==> config.mk <==
export PLATFORM = sky130hd
export DESIGN_NAME = acc_cpu_core
export DESIGN_NICKNAME = d
export VERILOG_FILES = /design/src/rtl/acc_cpu_pkg.sv /design/src/rtl/acc_cpu_alu.sv /design/src/rtl/acc_cpu_mem.sv /design/src/rtl/acc_cpu_seq.sv /design/src/rtl/acc_cpu_datapath.sv /design/src/rtl/acc_cpu_core.sv
export SDC_FILE = /design/constraint.sdc
export NUM_CORES = 1
export LEC_CHECK = 0
export CELL_PAD_IN_SITES_DETAIL_PLACEMENT = 0
export CELL_PAD_IN_SITES_GLOBAL_PLACEMENT = 2
export CORE_UTILIZATION = 44
export DETAILED_ROUTE_END_ITERATION = 10
export PLACE_DENSITY = 0.8
export SLEW_MARGIN = 20
export SYNTH_ARGS = -nofsm -noshare
export SYNTH_HDL_FRONTEND = slang
export SYNTH_HIERARCHICAL = 1
export SYNTH_SLANG_ARGS = --single-unit
==> constraint.sdc <==
create_clock -name clk -period 2.9 [get_ports clk]
set_input_delay 0.58 -clock clk [delete_from_list [all_inputs] [get_ports clk]]
set_output_delay 0.58 -clock clk [all_outputs]
set_load 0.1 [all_outputs]
==> src/rtl/acc_cpu_pkg.sv <==
package acc_cpu_pkg;

   localparam int OP_W = 4;

   localparam logic [OP_W-1:0] OPC_LOAD  = 4'b0101;
   localparam logic [OP_W-1:0] OPC_ADD   = 4'b0010;
   localparam logic [OP_W-1:0] OPC_STORE = 4'b0011;
   localparam logic [OP_W-1:0] OPC_HALT  = 4'b1111;

   typedef enum logic [3:0] {
      ST_F_ADDR,
      ST_F_READ,
      ST_F_MDR,
      ST_F_IR,
      ST_DECODE,
      ST_X_READ,
      ST_X_MDR,
      ST_X_ACC,
      ST_X_WRITE,
      ST_HALT
   } phase_t;

   typedef enum logic [1:0] {
      ACC_KEEP,
      ACC_LOAD,
      ACC_SUM
   } acc_op_t;

   typedef struct packed {
      logic    mar_from_pc;
      logic    mar_from_ir;
      logic    mdr_ld;
      logic    ir_ld;
      logic    mem_rd;
      logic    mem_wr;
      acc_op_t acc_op;
   } ctrl_t;

endpackage

==> src/rtl/acc_cpu_alu.sv <==
module acc_cpu_alu #(
   parameter int W     = 8,
   parameter int STYLE = 0
) (
   input  logic [W-1:0] a,
   input  logic [W-1:0] b,
   output logic [W-1:0] sum,
   output logic         cout
);

   generate
      if (STYLE == 0) begin : g_fast
         assign {cout, sum} = {1'b0, a} + {1'b0, b};
      end else begin : g_ripple
         logic [W:0] c;
         assign c[0] = 1'b0;
         for (genvar i = 0; i < W; i++) begin : g_bit
            assign sum[i]   = a[i] ^ b[i] ^ c[i];
            assign c[i+1]   = (a[i] & b[i]) | (c[i] & (a[i] ^ b[i]));
         end
         assign cout = c[W];
      end
   endgenerate

endmodule

==> src/rtl/acc_cpu_mem.sv <==
module acc_cpu_mem #(
   parameter int ADDR_W = 4,
   parameter int DATA_W = 8
) (
   input  logic              clk,
   input  logic              rd,
   input  logic              wr,
   input  logic [ADDR_W-1:0] addr,
   input  logic [DATA_W-1:0] wdata,
   output logic [DATA_W-1:0] rdata,
   input  logic              pl_we,
   input  logic [ADDR_W-1:0] pl_addr,
   input  logic [DATA_W-1:0] pl_wdata,
   input  logic [ADDR_W-1:0] mon_addr,
   output logic [DATA_W-1:0] mon_rdata
);

   localparam int DEPTH = 1 << ADDR_W;

   logic [DATA_W-1:0] words [DEPTH];

   always_ff @(posedge clk) begin
      if (pl_we) begin
         words[pl_addr] <= pl_wdata;
      end else if (wr) begin
         words[addr] <= wdata;
      end
      if (rd) begin
         rdata <= words[addr];
      end
   end

   assign mon_rdata = words[mon_addr];

endmodule

==> src/rtl/acc_cpu_seq.sv <==
module acc_cpu_seq
   import acc_cpu_pkg::*;
(
   input  logic            clk,
   input  logic            rst_n,
   input  logic [OP_W-1:0] opcode,
   output ctrl_t           ctrl,
   output phase_t          phase,
   output logic            halted
);

   phase_t nxt;

   always_ff @(posedge clk or negedge rst_n) begin
      if (!rst_n) begin
         phase <= ST_F_ADDR;
      end else begin
         phase <= nxt;
      end
   end

   always_comb begin
      nxt  = phase;
      ctrl = '0;
      unique case (phase)
         ST_F_ADDR: begin
            ctrl.mar_from_pc = 1'b1;
            nxt = ST_F_READ;
         end
         ST_F_READ: begin
            ctrl.mem_rd = 1'b1;
            nxt = ST_F_MDR;
         end
         ST_F_MDR: begin
            ctrl.mdr_ld = 1'b1;
            nxt = ST_F_IR;
         end
         ST_F_IR: begin
            ctrl.ir_ld = 1'b1;
            nxt = ST_DECODE;
         end
         ST_DECODE: begin
            if (opcode == OPC_LOAD || opcode == OPC_ADD) begin
               ctrl.mar_from_ir = 1'b1;
               nxt = ST_X_READ;
            end else if (opcode == OPC_STORE) begin
               ctrl.mar_from_ir = 1'b1;
               nxt = ST_X_WRITE;
            end else if (opcode == OPC_HALT) begin
               nxt = ST_HALT;
            end else begin
               nxt = ST_F_ADDR;
            end
         end
         ST_X_READ: begin
            ctrl.mem_rd = 1'b1;
            nxt = ST_X_MDR;
         end
         ST_X_MDR: begin
            ctrl.mdr_ld = 1'b1;
            nxt = ST_X_ACC;
         end
         ST_X_ACC: begin
            ctrl.acc_op = (opcode == OPC_ADD) ? ACC_SUM : ACC_LOAD;
            nxt = ST_F_ADDR;
         end
         ST_X_WRITE: begin
            ctrl.mem_wr = 1'b1;
            nxt = ST_F_ADDR;
         end
         ST_HALT: begin
            nxt = ST_HALT;
         end
         default: begin
            nxt = ST_F_ADDR;
         end
      endcase
   end

   assign halted = (phase == ST_HALT);

   // once halted, stay halted with no memory traffic
   p_halt_quiet_r8: assert property (@(posedge clk) disable iff (!rst_n)
      halted |=> (halted && !ctrl.mem_rd && !ctrl.mem_wr));

   // data capture always follows a read issued one cycle earlier
   p_capture_after_read_r10: assert property (@(posedge clk) disable iff (!rst_n)
      ctrl.mdr_ld |-> $past(ctrl.mem_rd));

endmodule

==> src/rtl/acc_cpu_datapath.sv <==
module acc_cpu_datapath
   import acc_cpu_pkg::*;
#(
   parameter int ADDR_W    = 4,
   parameter int DATA_W    = 8,
   parameter int ADD_STYLE = 0
) (
   input  logic              clk,
   input  logic              rst_n,
   input  ctrl_t             ctrl,
   input  logic [DATA_W-1:0] mem_rdata,
   output logic [ADDR_W-1:0] pc,
   output logic [ADDR_W-1:0] mar,
   output logic [DATA_W-1:0] acc,
   output logic              carry,
   output logic [OP_W-1:0]   opcode,
   output logic [ADDR_W-1:0] operand
);

   localparam logic [ADDR_W-1:0] PC_ONE = 1;

   logic [DATA_W-1:0] mdr;
   logic [DATA_W-1:0] ir;
   logic [DATA_W-1:0] alu_sum;
   logic              alu_cout;

   assign opcode  = ir[DATA_W-1 -: OP_W];
   assign operand = ir[ADDR_W-1:0];

   acc_cpu_alu #(
      .W     (DATA_W),
      .STYLE (ADD_STYLE)
   ) alu_i (
      .a    (acc),
      .b    (mdr),
      .sum  (alu_sum),
      .cout (alu_cout)
   );

   always_ff @(posedge clk or negedge rst_n) begin
      if (!rst_n) begin
         pc    <= '0;
         mar   <= '0;
         mdr   <= '0;
         ir    <= '0;
         acc   <= '0;
         carry <= 1'b0;
      end else begin
         if (ctrl.mar_from_pc) begin
            mar <= pc;
         end else if (ctrl.mar_from_ir) begin
            mar <= operand;
         end
         if (ctrl.mdr_ld) begin
            mdr <= mem_rdata;
         end
         if (ctrl.ir_ld) begin
            ir <= mdr;
            pc <= pc + PC_ONE;
         end
         unique case (ctrl.acc_op)
            ACC_LOAD: acc <= mdr;
            ACC_SUM: begin
               acc   <= alu_sum;
               carry <= alu_cout;
            end
            default: ;
         endcase
      end
   end

   // the program counter only ever steps up by one
   p_pc_step_r3: assert property (@(posedge clk) disable iff (!rst_n)
      (pc != $past(pc)) |-> (pc == $past(pc) + PC_ONE));

   // each instruction load is followed by one increment
   p_pc_after_ir_r3: assert property (@(posedge clk) disable iff (!rst_n)
      ctrl.ir_ld |=> (pc == $past(pc) + PC_ONE));

   // an add leaves the full 9-bit sum in carry and accumulator
   p_add_result_r6: assert property (@(posedge clk) disable iff (!rst_n)
      (ctrl.acc_op == ACC_SUM) |=>
         ({carry, acc} == ({1'b0, $past(acc)} + {1'b0, $past(mdr)})));

endmodule

==> src/rtl/acc_cpu_core.sv <==
module acc_cpu_core
   import acc_cpu_pkg::*;
#(
   parameter int ADDR_W    = 4,
   parameter int DATA_W    = 8,
   parameter int ADD_STYLE = 0
) (
   input  logic              clk,
   input  logic              rst_n,
   input  logic              pl_we,
   input  logic [ADDR_W-1:0] pl_addr,
   input  logic [DATA_W-1:0] pl_wdata,
   input  logic [ADDR_W-1:0] mon_addr,
   output logic [DATA_W-1:0] mon_rdata_o,
   output logic [ADDR_W-1:0] mem_addr_o,
   output logic              mem_rd_o,
   output logic              mem_wr_o,
   output logic [DATA_W-1:0] mem_wdata_o,
   output logic [ADDR_W-1:0] pc_o,
   output logic [DATA_W-1:0] acc_o,
   output logic              carry_o,
   output logic              halted_o
);

   generate
      if (DATA_W - ADDR_W != OP_W) begin : g_bad_format
         $error("instruction word must hold a %0d-bit opcode above the address", OP_W);
      end
      if (ADD_STYLE != 0 && ADD_STYLE != 1) begin : g_bad_style
         $error("ADD_STYLE must be 0 (inferred) or 1 (ripple)");
      end
   endgenerate

   ctrl_t             ctrl;
   phase_t            phase;
   logic [OP_W-1:0]   opcode;
   logic [ADDR_W-1:0] operand;
   logic [ADDR_W-1:0] mar;
   logic [DATA_W-1:0] rdata;

   acc_cpu_seq seq_i (
      .clk    (clk),
      .rst_n  (rst_n),
      .opcode (opcode),
      .ctrl   (ctrl),
      .phase  (phase),
      .halted (halted_o)
   );

   acc_cpu_datapath #(
      .ADDR_W    (ADDR_W),
      .DATA_W    (DATA_W),
      .ADD_STYLE (ADD_STYLE)
   ) dp_i (
      .clk       (clk),
      .rst_n     (rst_n),
      .ctrl      (ctrl),
      .mem_rdata (rdata),
      .pc        (pc_o),
      .mar       (mar),
      .acc       (acc_o),
      .carry     (carry_o),
      .opcode    (opcode),
      .operand   (operand)
   );

   acc_cpu_mem #(
      .ADDR_W (ADDR_W),
      .DATA_W (DATA_W)
   ) mem_i (
      .clk       (clk),
      .rd        (ctrl.mem_rd),
      .wr        (ctrl.mem_wr),
      .addr      (mar),
      .wdata     (acc_o),
      .rdata     (rdata),
      .pl_we     (pl_we),
      .pl_addr   (pl_addr),
      .pl_wdata  (pl_wdata),
      .mon_addr  (mon_addr),
      .mon_rdata (mon_rdata_o)
   );

   assign mem_addr_o  = mar;
   assign mem_rd_o    = ctrl.mem_rd;
   assign mem_wr_o    = ctrl.mem_wr;
   assign mem_wdata_o = acc_o;

   // instruction reads are addressed by the program counter
   p_fetch_from_pc_r2: assert property (@(posedge clk) disable iff (!rst_n)
      (phase == ST_F_READ) |-> (mem_rd_o && mem_addr_o == pc_o));

   // a store writes to the operand of the current instruction
   p_store_target_r7: assert property (@(posedge clk) disable iff (!rst_n)
      mem_wr_o |-> (mem_addr_o == operand && opcode == OPC_STORE));

   // the program counter is frozen while halted
   p_halt_pc_frozen_r8: assert property (@(posedge clk) disable iff (!rst_n)
      halted_o |=> $stable(pc_o));

endmodule

==> impl_metrics.py, run 1 <==
metrics = {
    "routing": {
        "vias_per_cell": 5.84,
        "drt_first_iter_violations": 352,
        "vias": 5334,
        "drt-pass1-iter-count": 4,
        "routed_wirelength_um": 21500,
        "ant_nets": 0,
        "drcViolationCount": 0,
        "avgRoutedWirePerCell_um": 23.5,
    },
    "timing": {
        "tightest_slew_ns": 0.990,
        "clock_skew_ns": 0.00770,
        "maxSlewViolCount": 0,
        "fmax_mhz": 348,
        "finalCriticalPeriod_ns": 2.87,
        "finalHoldViolCount": 0,
        "worst_slack_ns": 0.0254,
        "slew-limit-headroom_pct": 33.8,
        "finalSetupViolCount": 0,
        "period_share_pct": 99.1,
        "rsz0062_at_grt": "no",
    },
    "place": {
        "place_ws_ns": -0.0586,
        "dpl.cell_count": 882,
        "port_buffers": 54,
        "place.gp.congestion": 0.857,
        "dpl.hpwl_um": 15600,
    },
    "clock_network": {
        "cts_tree": "built",
        "cts_sinks": 173,
        "clk_path_buf_depth": 2,
        "clk_pin_slew_worst_paths_ns": 0.07,
        "cts_root_buf": "clkbuf_16",
        "htreeDepth": 4,
        "clk_latency_ns": 0.43,
        "numCtsBuffers": 17,
        "cts_hold_buf": 0,
    },
    "floorplanning": {
        "core_um2": 19000,
        "die_h_um": 142,
        "die-area_um2": 20300,
        "rows": 50,
        "fp.dieW_um": 142,
        "ioPinCount": 55,
        "start_util_pct": 45.6,
    },
    "power_and_ir_drop": {
        "p_comb_share_pct": 44.4,
        "p_leak_nw": 3.73,
        "powerDensity_nw_per_um2": 984,
        "vdd_ir_drop_max_uv": 641,
        "net-switching-power_mw": 4.34,
        "clkPwrFrac_pct": 21.2,
        "p_sw_share_pct": 42.8,
        "intPower_mw": 5.80,
        "p_seq_share_pct": 34.4,
    },
    "synthesis": {
        "synth_warnings": 6,
        "synth-async-reset-ratio_pct": 21.4,
        "synth_top_area_cell": "edfxtp_1",
        "synth_common_cells": "edfxtp_1 (136), mux2i_1 (45), nand2_1 (39)",
        "synth_area_leaders": "edfxtp_1 (47%), dfrtp_1 (11%), mux4_2 (8.6%)",
        "synth.distinct_cells": 61,
        "syn-cell-area_um2": 8670,
        "ys_ff_latch": 173,
        "syn_inst": 552,
        "ys_seq_area_share_pct": 57.8,
        "synth_fp_nets": 582,
        "synth_edf_count": 136,
        "synth_most_common_cell": "edfxtp_1",
        "synth_ff_type": "edfxtp_1",
        "yosysTopAreaCellShare_pct": 47.1,
        "avgSynthCellArea_um2": 15.7,
    },
    "cells_and_area": {
        "seq_area_um2": 5010,
        "n_antenna_cell": 0,
        "finalCoreUtilization_pct": 54.2,
        "drive_above_1_share_pct": 33.3,
        "synthToLayoutAreaGrowth_pct": 18.9,
        "stdcell_count": 914,
        "multiInputGateArea_um2": 3350,
        "fillers": 1599,
        "nets": 671,
    },
    "grt": {
        "overflow": 0,
        "antenna_found_initial": 0,
        "grt_use_total_pct": 22.9,
        "grt_pass1_wl_um": 33000,
        "grt_max_degree": 38,
        "grt_pass1_vias": 5468,
    },
    "setup_path": {
        "worst-setup-path-type": "in2out",
        "path_max_fanout": 16,
        "required_ns": 2.32,
        "worstPathArrival_ns": 2.29,
        "endpoint_kind": "output pin",
        "critPathLaunchType": "primary input",
    },
    "min_path": {
        "min_path_type": "in2async",
    },
    "flow_run": {
        "drv_cap": 0,
    },
    "outcome": {
        "status": "finished, final reports clean",
    },
}
[kinds of logic (layout without fill, tap and decap cells)]
| family | count (synthesis) | after routing | synth area share (%) |
|---|---|---|---|
| adders and majority gates | 11 | 11 | 1.67 |
| and+or+nand+nor | 107 | 107 | 6.16 |
| xor gates and xnor gates | 9 | 9 | 0.996 |
| muxes | 121 | 121 | 22.3 |
| DFF | 173 | 173 | 57.8 |
| buffers and inverters | 50 | 152 | 4.49 |
| AOI/OAI and AO/OA | 81 | 81 | 6.60 |
[cells in the final DEF, fill, tap and decap left out, drive strengths merged, types with 2 or more instances in the layout]
cell type	instances
nor2b	8
o2111ai	4
a221oi	5
a31oi	5
a22o	4
nor2	30
and3	2
a2bb2oi	2
a311o	2
mux4	50
xor2	3
buf	95
o21ai	22
o21bai	2
mux2	26
a22oi	18
nor3	5
inv	18
nor3b	4
a32oi	2
a21oi	9
nand3b	2
clkinvlp	3
xnor2	6
clkdlybuf4s50	16
edfxtp	136
nand4	2
nor4	4
dfrtp	37
a21o	2
mux2i	45
ha	10
nand2	39
nand3	5
clkinv	2
clkbuf	18
[power groups by stage]
stage	logic, mW	registers, mW	clock network [mW]
floorplan	2.88	4.11	0
global placement	4.43	3.54	0
detailed placement	4.50	3.55	0
CTS	4.52	3.50	2.21
global route	4.78	3.55	2.30
finish	4.50	3.49	2.15
[layout make-up]
class | instances | area share [%]
Sequential cell | 173 | 48.6
Clock buffer | 18 | 4.17
Tap cell | 260 | 3.16
Inverter | 9 | 0.328
Multi-Input combinational cell | 329 | 32.5
Timing Repair Buffer | 111 | 10.0
Clock inverter | 14 | 1.18
[per-layer routing]
metal	routed length, um	GRT usage, %	vias to the layer above
met3	1270	5.99	32
met1	8660	28.7	2743
met4	517	9.05	0
met2	11000	38.0	178
met5	0	0	-
li1	-	-	2381
[worst max-delay path, cell delays in order]
cell	delay, ns
clkdlybuf4s50_1	0.50
buf_12	0.17
mux4_1	0.29
a22oi_1	0.37
nand2_1	0.17
buf_12	0.20
[timing repair]
item,4_1_cts,5_1_grt
pin swaps,0,3
gates resized for setup,1,7
setup endpoints to repair,8,6
buffers inserted,0,0
[registers in the layout, summed over array words and instances, names as in the netlist]
name,flops
seq_i/phase,4
dp_i/acc,8
dp_i/ir,8
dp_i/mdr,8
dp_i/pc,4
dp_i/carry,1
mem_i/words,128
dp_i/mar,4
mem_i/rdata,8
[through the flow]
stage	power (mW)	cell area, um2	TNS, ns	hold WS, ns
2_1_floorplan	6.99	8750	-18.19	0.284
3_3_place_gp	7.97	9740	-0.394	0.457
3_5_place_dp	8.05	9740	-0.391	0.466
4_1_cts	10.2	10300	0	0.270
5_1_grt	10.6	10300	0	0.308
6_report	10.1	10300	0	0.259
[final timing paths]
path / startpoint / endpoint / slack, ns / cells after the start
hold / removal: rst_n / dp_i/acc[5]$_DFFE_PN0P_ / 0.26 / 1
max in group asynchronous: rst_n / dp_i/mar[0]$_DFFE_PN0P_ / 2.03 / 1
setup reg to reg: seq_i/phase[3]$_DFF_PN0_ / mem_i/words[11][7]$_DFFE_PP_ / 0.19 / 5
setup / recovery: mon_addr[1] / mon_rdata_o[3] / 0.03 / 6
min in group clk: mem_i/rdata[6]$_DFFE_PP_ / dp_i/mdr[6]$_DFFE_PN0P_ / 0.48 / 1
hold reg to reg: mem_i/rdata[6]$_DFFE_PP_ / dp_i/mdr[6]$_DFFE_PN0P_ / 0.48 / 1
Power figures use the tool's default switching activity.
==> run 2, diff against run 1 <==
- CORE_UTILIZATION: 44 -> 47
- DONT_BUFFER_PORTS: not set -> 1
- PLACE_DENSITY: 0.8 -> 0.79
- SLEW_MARGIN: 20 -> not set
==> impl_metrics.py, run 2 (synthesis gave the netlist of run 1 again) <==
metrics = {
    "power_and_ir_drop": {
        "p_leak_nw": 3.47,
        "vdd_ir_drop_max_uv": 1040,
        "powerDensity_nw_per_um2": 1050,
    },
    "timing": {
        "finalHoldViolCount": 0,
        "maxSlewViolCount": 0,
        "clock_skew_ns": 0.0109,
        "period_share_pct": 91.6,
        "finalSetupViolCount": 0,
        "finalCriticalPeriod_ns": 2.66,
        "fmax_mhz": 377,
        "rsz0062_at_grt": "no",
        "tightest_slew_ns": 0.980,
        "worst_slack_ns": 0.244,
        "slew-limit-headroom_pct": 34.7,
        "hold_ws_ns": 0.477,
    },
    "setup_path": {
        "regToRegSetupSlack_ns": 0.27,
        "required_ns": 2.32,
        "worstPathArrival_ns": 2.08,
        "worst-setup-path-type": "reg2out",
        "slowest_stage": "mux4_2",
        "crit_family": "multiplexers",
        "timing.critical_path.buf_inv": 1,
        "endpoint_kind": "output pin",
        "cp_cell_sequence": "mux4_2, a22oi_1, nand2_1, buf_4",
        "critPathLaunchType": "flip-flop",
        "cp_slowest_stage_delay_ns": 0.49,
        "path_max_fanout": 2,
    },
    "routing": {
        "ant_nets": 0,
        "drt-pass1-iter-count": 4,
        "vias_per_cell": 6.28,
        "avgRoutedWirePerCell_um": 25.7,
        "drt_first_iter_violations": 436,
        "drcViolationCount": 0,
        "vias": 5195,
        "routed_wirelength_um": 21300,
    },
    "floorplanning": {
        "rows": 49,
        "start_util_pct": 48.1,
        "die-area_um2": 19000,
        "core_um2": 18000,
        "die_h_um": 138,
        "fp.dieW_um": 138,
        "ioPinCount": 55,
    },
    "cells_and_area": {
        "largest_reg_flops": 128,
        "n_antenna_cell": 0,
        "stdcell_count": 827,
        "seq_area_um2": 5030,
        "finalCoreUtilization_pct": 54.5,
        "fillers": 1459,
        "multiInputGateArea_um2": 3360,
        "synthToLayoutAreaGrowth_pct": 13.3,
        "final_cell_mix": "edfxtp_1 (136), buf_4 (50), mux2i_1 (45)",
        "layout_commonest_cell": "edfxtp_1",
        "nets": 615,
        "drive_above_1_share_pct": 30.6,
        "fin_area_um2": 9820,
        "top_register": "mem_i/words",
    },
    "grt": {
        "grt_max_degree": 38,
        "overflow": 0,
        "grt_pass1_wl_um": 32000,
        "antenna_found_initial": 0,
        "grt_pass1_vias": 5236,
        "grt_use_total_pct": 24.2,
    },
    "clock_network": {
        "cts_root_buf": "clkbuf_16",
        "numCtsBuffers": 17,
        "postCtsSetupRepairBufs": 0,
        "clk_latency_ns": 0.42,
        "cts_sinks": 173,
        "clk_path_buf_depth": 2,
        "clk_pin_slew_worst_paths_ns": 0.07,
        "cts_tree": "built",
        "htreeDepth": 4,
    },
    "place": {
        "dpl.hpwl_um": 14900,
        "dpl.cell_count": 793,
        "place.gp.congestion": 0.887,
        "place_ws_ns": 0.120,
        "port_buffers": 0,
        "placedInstanceArea_um2": 9150,
    },
    "flow_run": {
        "drv_cap": 0,
    },
    "outcome": {
        "status": "finished, final reports clean",
    },
    "min_path": {
        "min_path_type": "reg2reg",
    },
}
run 2: changes by cell type in the layout (fill, tap and decap cells not counted), moves of 5 or more:
cell,delta
dfrtp_1,-10
clkdlybuf4s50_1,-16
clkinv_4,+5
dfrtp_2,+9
buf_12,-10
buf_4,-29
run 2: stage by stage:
stage	TNS, ns	power, mW
after CTS	0	10.4
after global placement	0	7.85
final	0	10.3
after detailed placement	0	7.90
after floorplan	-18.19	6.99
after global routing	0	10.8
run 2: area by class of cell:
class                   instances  share of cell area [%]
flip-flops and latches        173                    51.2
multi-input cells             329                    34.2
repair buffers                 55                    4.82
clock buffers                  17                    4.33
well taps                     229                    2.92
clock inverters                15                    2.15
inverters                       9                   0.344
run 2: path summary, 6_finish.rpt:
| check | startpoint | endpoint | cells after the start |
|---|---|---|---|
| worst min register to register | mem_i/rdata[4]$_DFFE_PP_ | dp_i/mdr[4]$_DFFE_PN0P_ | 1 |
| max in group asynchronous | rst_n | dp_i/mar[0]$_DFFE_PN0P_ | 2 |
| worst min-delay path | mem_i/rdata[4]$_DFFE_PP_ | dp_i/mdr[4]$_DFFE_PN0P_ | 1 |
| min in group asynchronous | rst_n | dp_i/carry$_DFFE_PN0P_ | 2 |
| worst max-delay path | mem_i/words[11][6]$_DFFE_PP_ | mon_rdata_o[6] | 4 |
| worst max register to register | seq_i/phase[3]$_DFF_PN0_ | mem_i/words[5][3]$_DFFE_PP_ | 6 |
run 2: what timing repair did:
| item | 4_1_cts | 5_1_grt |
|---|---|---|
| hold endpoints to repair | 37 | 0 |
| hold buffers | 2 | 0 |
| resized for setup | 0 | 1 |
| setup endpoints to repair | 0 | 8 |
run 2: worst reg2reg max path, delay by kind of cell (launching register included):
family,cells,cell delay [ns]
DFF,1,0.45
and+or+nand+nor,3,1.19
buffers and inverters,2,0.43
AOI/OAI and AO/OA,1,0.18
run 2: per-layer routing:
| metal | vias up | GRT usage [%] | routed length [um] |
|---|---|---|---|
| li1 | 2263 | - | - |
| met3 | 39 | 4.75 | 1480 |
| met2 | 207 | 39.7 | 10400 |
| met4 | 0 | 9.36 | 580 |
| met5 | - | 0 | 0 |
| met1 | 2686 | 31.7 | 8780 |
run 2: power by group:
part | internal [mW] | switching (mW) | total [mW] | leakage [nW]
Sequential | 3.07 | 0.540 | 3.61 | 1.67
Clock | 1.46 | 0.987 | 2.45 | 0.309
Combinational | 1.50 | 2.74 | 4.24 | 1.49
